`config.mk`:
```
export PLATFORM = sky130hd
export DESIGN_NAME = cdown_timer
export DESIGN_NICKNAME = d
export VERILOG_FILES = /design/src/rtl/cdown_timer_pkg.sv /design/src/rtl/cdown_timer_ctrl.sv /design/src/rtl/cdown_timer_next.sv /design/src/rtl/cdown_timer_state.sv /design/src/rtl/cdown_timer_flag.sv /design/src/rtl/cdown_timer.sv
export SDC_FILE = /design/constraint.sdc
export NUM_CORES = 1
export LEC_CHECK = 0
export ABC_CLOCK_PERIOD_IN_PS = 1400
export BUFFER_PORTS_ARGS = -buffer_cell sky130_fd_sc_hd__buf_4
export CELL_PAD_IN_SITES_DETAIL_PLACEMENT = 1
export CELL_PAD_IN_SITES_GLOBAL_PLACEMENT = 2
export CORE_AREA = 5 5 42 44
export DETAILED_ROUTE_END_ITERATION = 16
export DIE_AREA = 0 0 47 49
export PLACE_DENSITY = 0.61
export SLEW_MARGIN = 20
export SYNTH_ARGS = -nofsm -noshare
export SYNTH_HDL_FRONTEND = slang
export SYNTH_SLANG_ARGS = --single-unit
```
`constraint.sdc`:
```
create_clock -name clk -period 1.4 [get_ports clk]
set_input_delay 0.21 -clock clk [delete_from_list [all_inputs] [get_ports clk]]
set_output_delay 0.21 -clock clk [all_outputs]
set_load 0.01 [all_outputs]
```
`src/rtl/cdown_timer_pkg.sv`:
```
// Package: shared operation encoding for the countdown timer.
// Assumes: one operation is chosen per clock edge.
package cdown_timer_pkg;

    typedef enum logic [1:0] {
        OP_CLEAR = 2'd0,
        OP_LOAD  = 2'd1,
        OP_STEP  = 2'd2,
        OP_KEEP  = 2'd3
    } tmr_op_e;

endpackage

```
`src/rtl/cdown_timer_ctrl.sv`:
```
// Module: picks the single operation applied at the next clock edge.
// Priority, highest first: reset, load, decrement, hold.
// Assumes: is_zero reflects the current state register.
module cdown_timer_ctrl
    import cdown_timer_pkg::*;
(
    input  logic    rst_n,
    input  logic    ld_strobe,
    input  logic    cnt_en,
    input  logic    is_zero,
    output tmr_op_e op
);

    // Priority selection of the operation for this cycle.
    always_comb begin
        if (!rst_n) begin
            op = OP_CLEAR;
        end else if (ld_strobe) begin
            op = OP_LOAD;
        end else if (cnt_en && !is_zero) begin
            op = OP_STEP;
        end else begin
            op = OP_KEEP;
        end
    end

endmodule

```
`src/rtl/cdown_timer_next.sv`:
```
// Module: next-state datapath. It builds a ripple-borrow decrementer and
// selects the next value for the chosen operation.
// Assumes: OP_STEP is never issued when the state is zero.
module cdown_timer_next
    import cdown_timer_pkg::*;
#(
    parameter int W = 3
) (
    input  tmr_op_e      op,
    input  logic [W-1:0] cur,
    input  logic [W-1:0] ld_value,
    output logic [W-1:0] nxt
);

    logic [W:0]   borrow;
    logic [W-1:0] dec;

    assign borrow[0] = 1'b1;

    // One borrow stage per bit of the state.
    for (genvar i = 0; i < W; i++) begin : g_borrow
        assign dec[i]      = cur[i] ^ borrow[i];
        assign borrow[i+1] = borrow[i] & ~cur[i];
    end

    // Next-value multiplexer driven by the operation code.
    always_comb begin
        unique case (op)
            OP_CLEAR: nxt = '0;
            OP_LOAD:  nxt = ld_value;
            OP_STEP:  nxt = dec;
            default:  nxt = cur;
        endcase
    end

endmodule

```
`src/rtl/cdown_timer_state.sv`:
```
// Module: bank of edge-triggered D flip-flops holding the count.
// Assumes: clearing is already folded into d by the next-state logic.
module cdown_timer_state #(
    parameter int W = 3
) (
    input  logic         clk,
    input  logic [W-1:0] d,
    output logic [W-1:0] q
);

    // One D flip-flop per state bit.
    for (genvar i = 0; i < W; i++) begin : g_dff
        always_ff @(posedge clk) begin
            q[i] <= d[i];
        end
    end

endmodule

```
`src/rtl/cdown_timer_flag.sv`:
```
// Module: zero detection and the enable-gated terminal flag.
// Assumes: the flag is combinational and may be used in the same cycle.
module cdown_timer_flag #(
    parameter int W = 3
) (
    input  logic [W-1:0] cur,
    input  logic         cnt_en,
    output logic         is_zero,
    output logic         at_zero
);

    // Reduction NOR detects the terminal state; the enable gates the flag.
    always_comb begin
        is_zero = ~|cur;
        at_zero = is_zero & cnt_en;
    end

endmodule

```
`src/rtl/cdown_timer.sv`:
```
// Module: top level of the loadable countdown timer that saturates at zero.
// Assumes: all inputs are synchronous to clk; rst_n is a synchronous,
// active-low reset.
module cdown_timer
    import cdown_timer_pkg::*;
#(
    parameter int W = 3
) (
    input  logic         clk,
    input  logic         rst_n,
    input  logic         ld_strobe,
    input  logic [W-1:0] ld_value,
    input  logic         cnt_en,
    output logic [W-1:0] count,
    output logic         at_zero
);

    tmr_op_e      op;
    logic         is_zero;
    logic [W-1:0] nxt;

    cdown_timer_ctrl u_ctrl (
        .rst_n     (rst_n),
        .ld_strobe (ld_strobe),
        .cnt_en    (cnt_en),
        .is_zero   (is_zero),
        .op        (op)
    );

    cdown_timer_next #(.W(W)) u_next (
        .op       (op),
        .cur      (count),
        .ld_value (ld_value),
        .nxt      (nxt)
    );

    cdown_timer_state #(.W(W)) u_state (
        .clk (clk),
        .d   (nxt),
        .q   (count)
    );

    cdown_timer_flag #(.W(W)) u_flag (
        .cur     (count),
        .cnt_en  (cnt_en),
        .is_zero (is_zero),
        .at_zero (at_zero)
    );

endmodule

```
==> summary.md, run 1 <==
| Metric | Value |
|---|---|
| Boundary Pins | 11 |
| P_int | 0.306 mW |
| Post-synth top cells | a21boi_1, edfxtp_1, inv_1, nand2_1, or4b_1 |
| Post-synthesis cell count | 20 |
| Fmax achieved | 648 MHz |
| Post-synth EDFFs | 3 |
| Worst-path cell chain | inv_2 > ha_4 > ha_4 > or4b_4 > a21boi_1 |
| Max cap viols | 0 |
| GPL Wtd Cong | 0.790 |
| Clock H-tree levels | 1 |
| Sequential Power Share | 28.6% |
| RSZ-0062 raised after global routing | true |
| DR iter-0 viols | 1 |
| Via Count | 215 |
| Switching share of power | roughly 25% |
| CTS Hold Bufs | 0 |
| Worst-Margin Slew | 0.166 ns |
| Largest area contributor in the netlist | edfxtp_1 |
| Crit. End Element | flop |
| Rel. slew slack | 88.9% |
| Die X | 47 um |
| Synth-to-layout area growth | 97.6% |
| Area of the multi-input gates | 151 um^2 |
| Syn avg cell area | 10.5 um^2 |
| TritonCTS buffer count | 3 |
| Dpl ws | -0.211 ns |
| Clock network power share | 36.9% |
| Starting Density | 15.0% |
| Worst EP arrival | roughly 1.6 ns |
| Mapped cell area | roughly 210 um^2 |
| Max Slew Vio Count | 0 |
| Min-delay worst type | primary input to flop |
| Async set-reset flop share out of synthesis | 0% |
| Worst-Skew Late Latency | 0.23 ns |
| Die area | 2300 um^2 |
| Post-layout nets | 49 |
| Startpoint Class | flop |
| Final min period | 1.54 ns |
| Final Hold Fails | 0 |
| Syn Nets | 29 |
| Critical path fanouts, max | 2 |
| Power Density | 980 nW/um^2 |
| Final clock skew | 0.00178 ns |
| Critical Path RT | 1.49 ns |
| Largest reg by FF count | u_state.q |
| DR pass1 iterations | 2 |
| Finished Layout Cells | 55 |
| Grt total ovfl | 0 |
| Post-DP HPWL | approximately 430 um |
| Vias in the first global route | ~240 |
| Gate power share | 34.6% |
| Initial antenna violation count | 0 |
| First-pass GRT wire length | slightly above 900 um |
| Clock sinks | 3 |
| Synth top area cells | edfxtp_1, or4b_1, ha_1, a21boi_1, inv_1 |
| Pin count of the biggest net entering global routing | 8 |
| ANT cells | 0 |
| Setup CP Type | flop to flop |
| Status | finished with violations |
| Slowest CP cell | or4b_4 |
| Sequential cell area | between 90 and 100 um^2 |
| Antenna viol nets, final | 0 |
| Core Area | 1400 um^2 |
| Most used DFF post-synth | edfxtp_1 |
| Dpl cells | 49 |
| Share of post-route cells with drive strength above 1 | 69.2% |
| Switching pwr | 0.101 mW |
| Cell family with most CP delay | simple AND/OR/NAND/NOR gates |
| Largest regs | u_state.q (3) |
| Clk Tree Root Cell | clkbuf_4 |
| Share of the synthesized area in the top cell type | around 43% |
| CP bufs+invs | 1 |
| Violated checks | setup timing |
| Total track usage | 6.14% |
| Register area share after synthesis | 42.9% |
| Die height | 49 um |
| Final worst slack | -0.142 ns |
| Worst stage delay on the critical path | 0.47 ns |
| Vias/cell | 3.91 |
| Final WL | 553 um |
| Filler cells | 174 |
| Leak pwr | 0.183 nW |
| WHS | roughly 0.33 ns |
| Worst-case vdd ir drop | 0.304 mV |
| Most used cell along the critical path | ha_4 |
| Average wire per standard cell | 10.1 um |
| Max reg flops | 3 |
| CTS tree | built |
| Syn. warnings | 0 |
| Final period util | 110% |
| I/O Buffers | 10 |
| Worst-path clk slew | roughly 0.040 ns |
| Yosys reg bits | 3 |
| Setup-failing EPs final | 4 |
| Max clock buf depth | 2 |
| Std cell rows | 14 |
| Drt drc | 0 |
| Count of cell types in the netlist | 9 |
metrics by stage:
step / setup TNS (ns) / util, % / instance area, um^2 / total power, mW
final: -0.352 / 29.6 / 415 / 0.407
after global routing: -0.564 / 29.6 / 415 / 0.431
after CTS: -0.404 / 28.9 / 405 / 0.403
after detailed placement: -0.485 / 24.5 / 343 / 0.226
after global placement: -0.511 / 24.5 / 343 / 0.224
after floorplan: -0.458 / - / 225 / 0.166
cell families (layout without fill, tap and decap cells):
| family | Yosys count | count (layout) | synth area share, % |
|---|---|---|---|
| flops | 3 | 3 | 42.9 |
| compound gates | 3 | 3 | 10.7 |
| buf+inv | 3 | 22 | 5.36 |
| simple gates | 9 | 9 | 29.2 |
| fa+ha+maj | 2 | 2 | 11.9 |
timing repair:
item,in CTS,in global routing
pin swaps,5,3
gates resized for setup,5,4
endpoints found under the setup margin,4,4
setup buffers,2,0
path summary, 6_finish.rpt:
check                             startpoint  slack [ns]            to  cells past startpoint
worst max register to register  u_state.q[0]       -0.14  u_state.q[2]                      5
worst min-delay path             ld_value[0]        0.33  u_state.q[0]                      3
worst max-delay path            u_state.q[0]       -0.14  u_state.q[2]                      5
worst min register to register  u_state.q[0]        0.88  u_state.q[0]                      4
power groups by stage:
stage	clock network, mW	logic (mW)	registers, mW
after floorplan	0	0.0444	0.122
after global placement	0	0.107	0.117
after detailed placement	0	0.109	0.117
after CTS	0.155	0.132	0.116
after global routing	0.160	0.153	0.118
final	0.150	0.141	0.116
worst min-delay path, cell delays in order:
cell and delay [ns]:
buf_4 0.07, nand2_1 0.05, a21boi_1 0.11
cell usage in the layout, fill, tap and decap left out:
| cell | instances |
|---|---|
| buf_6 | 1 |
| edfxtp_1 | 3 |
| inv_1 | 1 |
| a21boi_2 | 1 |
| nand2_1 | 3 |
| inv_2 | 2 |
| and2_4 | 1 |
| a21boi_1 | 2 |
| nand3b_1 | 1 |
| clkbuf_4 | 3 |
| or4b_4 | 3 |
| nand2b_1 | 1 |
| buf_4 | 14 |
| clkbuf_1 | 1 |
| ha_4 | 2 |
cell type report:
cell class                 count  area share, %
tap                           16           4.82
sequential                     3           21.7
multi-input combinational     14           36.4
inverter                       3           2.71
timing repair buffer          15           28.0
clock buffer                   4           6.33
layer usage:
layer | routed length [um] | global-route usage [%] | up-vias
met5 | 0 | 0 | -
met4 | 0 | 8.29 | 0
met3 | 36 | 2.21 | 0
met2 | 319 | 8.82 | 7
met1 | 197 | 5.30 | 98
li1 | - | - | 110
(Power assumes the default switching activity.)
==> run 2, diff against run 1 <==
--- a/config.mk
+++ b/config.mk
@@ -10,6 +10,7 @@
 export CELL_PAD_IN_SITES_DETAIL_PLACEMENT = 1
 export CELL_PAD_IN_SITES_GLOBAL_PLACEMENT = 2
 export CORE_AREA = 5 5 42 44
+export CTS_BUF_LIST = sky130_fd_sc_hd__clkbuf_4 sky130_fd_sc_hd__clkbuf_8
 export DETAILED_ROUTE_END_ITERATION = 16
 export DIE_AREA = 0 0 47 49
 export PLACE_DENSITY = 0.61
==> run 2 against run 1 <==
- the flow still finishes with violations (setup timing)
- hold slack better by 0.0012 ns
- die area stayed put
- non-clock buffer count stayed put
- clock power is 13% higher
- final cell count stayed put
- combinational power hardly changed
- wire length is 0.36% lower
- critical path depth stayed put
- setup slack hardly changed
- flip-flop and latch count stayed put
- register-to-register slack hardly changed
- global-route usage is 0.14 points lower
- critical endpoint unchanged
- highest routed layer unchanged
==> summary.md, run 2 (synthesis results as in run 1) <==
| Metric | Value |
|---|---|
| Worst EP arrival | 1.63 ns (about the same) |
| Largest reg by FF count | u_state.q |
| Total track usage | 5.99% (-0.14 points) |
| Final WL | 551 um (-0.36%) |
| Average wire per standard cell | 10.0 um (-0.36%) |
| Die X | 47 um (unchanged) |
| Max Slew Vio Count | 0 (unchanged) |
| Violated checks | setup timing |
| RSZ-0062 raised after global routing | true |
| Largest regs | u_state.q (3) |
| Min-delay worst type | primary input to flop |
| Post-layout nets | 49 (unchanged) |
| Crit. End Element | flop |
| Final clock skew | 0.00121 ns (-0.000572 ns) |
| Final worst slack | -0.142 ns (+0.00000100 ns) |
| DR iter-0 viols | 1 (unchanged) |
| Clock sinks | 3 (unchanged) |
| Via Count | 215 (unchanged) |
| Pin count of the biggest net entering global routing | 8 (unchanged) |
| DR pass1 iterations | 2 (unchanged) |
| Max reg flops | 3 (unchanged) |
| Boundary Pins | 11 (unchanged) |
| Die height | 49 um (unchanged) |
| Clock H-tree levels | 1 (unchanged) |
| Critical Path RT | 1.48 ns (about the same) |
| Cell family with most CP delay | simple AND/OR/NAND/NOR gates |
| ANT cells | 0 (unchanged) |
| Setup-failing EPs final | 4 (unchanged) |
| Power Density | 1020 nW/um^2 (+3.7%) |
| Critical path fanouts, max | 2 (unchanged) |
| WHS | 0.329 ns (+0.00118 ns) |
| Final period util | 110% (about the same) |
| Post-layout util | 29.9% (+0.27 points) |
| Worst stage delay on the critical path | 0.47 ns (about the same) |
| Setup slack on the worst flop-to-flop path | -0.14 ns (about the same) |
| Most common cell after layout, fill and taps aside | buf_4 |
| First-pass GRT wire length | 938 um (+0.75%) |
| Initial antenna violation count | 0 (unchanged) |
| Slowest CP cell | or4b_4 |
| Std cell rows | 14 (unchanged) |
| Worst-path cell chain | inv_2 > ha_4 > ha_4 > or4b_4 > a21boi_1 |
| Worst-path clk slew | 0.04 ns (about the same) |
| GPL Wtd Cong | 0.790 (unchanged) |
| Most used cell along the critical path | ha_4 |
| Worst-Skew Late Latency | 0.23 ns (about the same) |
| Grt total ovfl | 0 (unchanged) |
| Antenna viol nets, final | 0 (unchanged) |
| Fmax achieved | 648 MHz (unchanged) |
| Clk Tree Root Cell | clkbuf_4 |
| Post-DP HPWL | 434 um (unchanged) |
| Core Area | 1400 um^2 (unchanged) |
| I/O Buffers | 10 (unchanged) |
| CP bufs+invs | 1 (unchanged) |
| Drt drc | 0 (unchanged) |
| Starting Density | 15.0% (unchanged) |
| Die area | 2300 um^2 (unchanged) |
| Rel. slew slack | 88.9% (unchanged) |
| Status | finished with violations |
| Vias/cell | 3.91 (unchanged) |
| Max cap viols | 0 (unchanged) |
| Vias in the first global route | 248 (+2.5%) |
| TritonCTS buffer count | 3 (unchanged) |
| CP Depth | 5 (unchanged) |
| Setup CP Type | flop to flop |
| CTS Hold Bufs | 0 (unchanged) |
| Leak pwr | 0.187 nW (+1.9%) |
| Hold depth | 3 (unchanged) |
| Synth-to-layout area growth | 99.4% |
| CTS tree | built |
| Startpoint Class | flop |
| Share of post-route cells with drive strength above 1 | 71.8% (+2.6 points) |
| Commonest cells after routing, fill and taps aside | buf_4, clkbuf_4, or4b_4, nand2_1, edfxtp_1 |
| Max clock buf depth | 2 (unchanged) |
| Final min period | 1.54 ns (-0.00000100 ns) |
| Worst-case vdd ir drop | 0.302 mV (-0.35%) |
| FF-to-FF path depth | 5 (unchanged) |
| Worst-Margin Slew | 0.166 ns (unchanged) |
| Final Hold Fails | 0 (unchanged) |
run 2: layout make-up:
class / count / area, um^2
tap: 16 / 20.0
fill: 173 / 982
timing repair buffer: 15 / 116
multi-input combinational: 14 / 151
sequential: 3 / 90.1
clock buffer: 4 / 30.0
inverter: 3 / 11.3
run 2: worst min-delay path: stages:
cell and delay, ns:
buf_4 0.07, nand2_1 0.05, a21boi_1 0.11
run 2: final timing paths:
check	startpoint	endpoint
worst max register to register	u_state.q[0]	u_state.q[2]
worst min register to register	u_state.q[0]	u_state.q[0]
worst min-delay path	ld_value[0]	u_state.q[0]
worst max-delay path	u_state.q[0]	u_state.q[2]
run 2: where the power goes:
part	leakage, nW	switching (mW)	internal (mW)	total, mW
clock	0.0184	0.0431	0.126	0.169
combinational	0.135	0.0526	0.0881	0.141
sequential	0.0336	0.00523	0.111	0.116
total	0.187	0.101	0.325	0.426
run 2: what timing repair did:
item / CTS / global route
gates resized for setup: 5 / 4
pin swaps: 5 / 3
buffers inserted: 2 / 0
setup endpoints to repair: 4 / 4
run 2: stage by stage:
step                std cells  setup WS, ns  TNS (ns)  power, mW  cell area, um^2
floorplan                  20        -0.215    -0.458      0.166              225
global placement           49        -0.231    -0.511      0.224              343
detailed placement         49        -0.211    -0.485      0.226              343
CTS                        55        -0.175    -0.403      0.421              409
global route               55        -0.186    -0.562      0.449              419
finish                     55        -0.142    -0.352      0.426              419
run 2: routing by layer:
layer / wire [um] / up-vias / track usage [%]
met5: 0 / - / 0
met4: 0 / 0 / 6.91
met3: 36 / 0 / 2.21
met2: 317 / 7 / 9.05
met1: 197 / 98 / 5.30
li1: - / 110 / -
==> run 3, diff against run 2 <==
==> constraint.sdc (replaced) <==
create_clock -name clk -period 1.4 [get_ports clk]
set_input_delay 0.14 -clock clk [delete_from_list [all_inputs] [get_ports clk]]
set_output_delay 0.14 -clock clk [all_outputs]
set_load 0.01 [all_outputs]
==> run 3 against run 2 <==
- the run still ends with setup timing left
- power grew 5.1%
- cell area grew 4.5%
- non-clock buffer count grew 1
- wire length grew 11%
- critical path type unchanged
- highest routed layer unchanged
==> summary.md, run 3 (synthesis results as in run 1) <==
| Metric | Value |
|---|---|
| Status | finished with violations |
| GR met2 Demand/Resource | 10.2% (+1.1 points) |
| Final instance area | 438 um^2 (+4.5%) |
| GPL Wtd Cong | 0.790 (unchanged) |
| Rel. slew slack | 89.0% (about the same) |
| TritonCTS buffer count | 3 (unchanged) |
| Max clock buf depth | 2 (unchanged) |
| Filler cells | 169 (-2.3%) |
| Power Density | 1020 nW/um^2 (+0.56%) |
| Post-DP HPWL | 434 um (unchanged) |
| Clk Tree Root Cell | clkbuf_4 |
| CTS tree | built |
| Post-layout util | 31.3% (+1.3 points) |
| Drt drc | 0 (unchanged) |
| Clock sinks | 3 (unchanged) |
| I/O Buffers | 10 (unchanged) |
| Sequential cell area | 90.1 um^2 (unchanged) |
| Worst-path cell chain | inv_2 > ha_4 > ha_4 > or4b_4 > a21boi_1 |
| Critical path fanouts, max | 2 (unchanged) |
| RSZ-0062 raised after global routing | true |
| Setup-failing EPs final | 7 (+3) |
| Max Slew Vio Count | 0 (unchanged) |
| Met1 Track Usage GR | 5.52% (+0.22 points) |
| Die X | 47 um (unchanged) |
| First-pass GRT wire length | 1.00 mm (+6.6%) |
| Vias in the first global route | 259 (+4.4%) |
| Clock H-tree levels | 1 (unchanged) |
| CTS Hold Bufs | 0 (unchanged) |
| Crit. End Element | flop |
| GRT met3 Usage | 2.21% (unchanged) |
| Final period util | 111% (+0.86 points) |
| Share of post-route cells with drive strength above 1 | 75.0% (+3.2 points) |
| Final WL | 610 um (+11%) |
| Worst-path clk slew | 0.04 ns (about the same) |
| Violated checks | setup timing |
| Worst-Margin Slew | 0.165 ns (-0.000537 ns) |
| Average wire per standard cell | 10.9 um (+8.7%) |
| Core Area | 1400 um^2 (unchanged) |
| Std cell rows | 14 (unchanged) |
| Worst EP arrival | 1.64 ns (about the same) |
| Max reg flops | 3 (unchanged) |
| Worst-case vdd ir drop | 0.308 mV (+1.8%) |
| Boundary Pins | 11 (unchanged) |
| Grt total ovfl | 0 (unchanged) |
| WHS | 0.259 ns (-0.0700 ns) |
| ANT cells | 0 (unchanged) |
| Vias/cell | 3.91 (about the same) |
| Setup CP Type | flop to flop |
| Pwr Total | 0.448 mW (+5.1%) |
| Cell family with most CP delay | simple AND/OR/NAND/NOR gates |
| Largest regs | u_state.q (3) |
| Post-layout nets | 50 (+2.0%) |
| Area of the multi-input gates | 159 um^2 (+5.0%) |
| Largest reg by FF count | u_state.q |
| Worst-Skew Late Latency | 0.23 ns (about the same) |
| Most common cell after layout, fill and taps aside | buf_4 |
| Initial antenna violation count | 0 (unchanged) |
| Critical Path RT | 1.48 ns (about the same) |
| Fmax achieved | 643 MHz (-0.77%) |
| Final clock skew | 0.00112 ns (-0.0000885 ns) |
| Antenna viol nets, final | 0 (unchanged) |
| CP bufs+invs | 1 (unchanged) |
| Startpoint Class | flop |
| Synth-to-layout area growth | 108% |
| Via Count | 219 (+1.9%) |
| Die height | 49 um (unchanged) |
| Starting Density | 15.0% (unchanged) |
| DR iter-0 viols | 0 (-1) |
| Die area | 2300 um^2 (unchanged) |
| Final min period | 1.55 ns (+0.0120 ns) |
| Most used cell along the critical path | ha_4 |
| Min-delay worst type | primary input to flop |
| GR peak layer | met2 |
| Commonest cells after routing, fill and taps aside | buf_4, clkbuf_4, or4b_4, nand2_1, edfxtp_1 |
| Placed inst area | 343 um^2 (unchanged) |
| Final worst slack | -0.154 ns (-0.0120 ns) |
| Total track usage | 6.42% (+0.42 points) |
| Worst stage delay on the critical path | 0.47 ns (about the same) |
| DR pass1 iterations | 1 (-1) |
| Pin count of the biggest net entering global routing | 8 (unchanged) |
| Slowest CP cell | or4b_4 |
| Final Hold Fails | 0 (unchanged) |
| Leak pwr | 0.198 nW (+5.9%) |
| Max cap viols | 0 (unchanged) |
| Setup slack on the worst flop-to-flop path | -0.15 ns (about the same) |
-- run 3: what timing repair did --
| action | 4_1_cts | 5_1_grt |
|---|---|---|
| buffers inserted | 3 | 0 |
| gates resized for setup | 5 | 6 |
| pin swaps | 5 | 4 |
| endpoints found under the setup margin | 3 | 7 |
-- run 3: worst min-delay path: cells and delay by family --
kind / cells / cell delay, ns
AOI/OAI and AO/OA: 1 / 0.11
buffers and inverters: 1 / 0.07
and+or+nand+nor: 1 / 0.05
-- run 3: through the flow --
step | instances | setup slack [ns] | TNS [ns]
after floorplan | 20 | -0.215 | -0.458
after global placement | 49 | -0.231 | -0.511
after detailed placement | 49 | -0.211 | -0.485
after CTS | 56 | -0.175 | -0.546
after global routing | 56 | -0.200 | -0.878
final | 56 | -0.154 | -0.527
-- run 3: worst paths after layout --
kind | startpoint | end | cells after the start
max reg2reg | u_state.q[1] | u_state.q[2] | 5
min reg2reg | u_state.q[0] | u_state.q[0] | 4
max | u_state.q[1] | u_state.q[2] | 5
min | ld_value[0] | u_state.q[0] | 3
-- run 3: layout make-up --
class	count	area share [%]
inverter	3	2.57
multi-input combinational	14	36.3
tap	16	4.57
sequential	3	20.6
clock buffer	4	6.86
timing repair buffer	16	29.1
-- run 3: metal layers --
layer	share of wire (%)	vias to the layer above	routed length, um
met4	0	0	0
li1	-	113	-
met2	61	7	370
met5	0	-	0
met1	33	99	204
met3	5.9	0	36
-- run 3: where the power goes --
group	internal, mW	switching [mW]	leakage [nW]
Combinational	0.103	0.0586	0.146
Clock	0.126	0.0431	0.0184
Sequential	0.111	0.00549	0.0336
Total	0.340	0.107	0.198
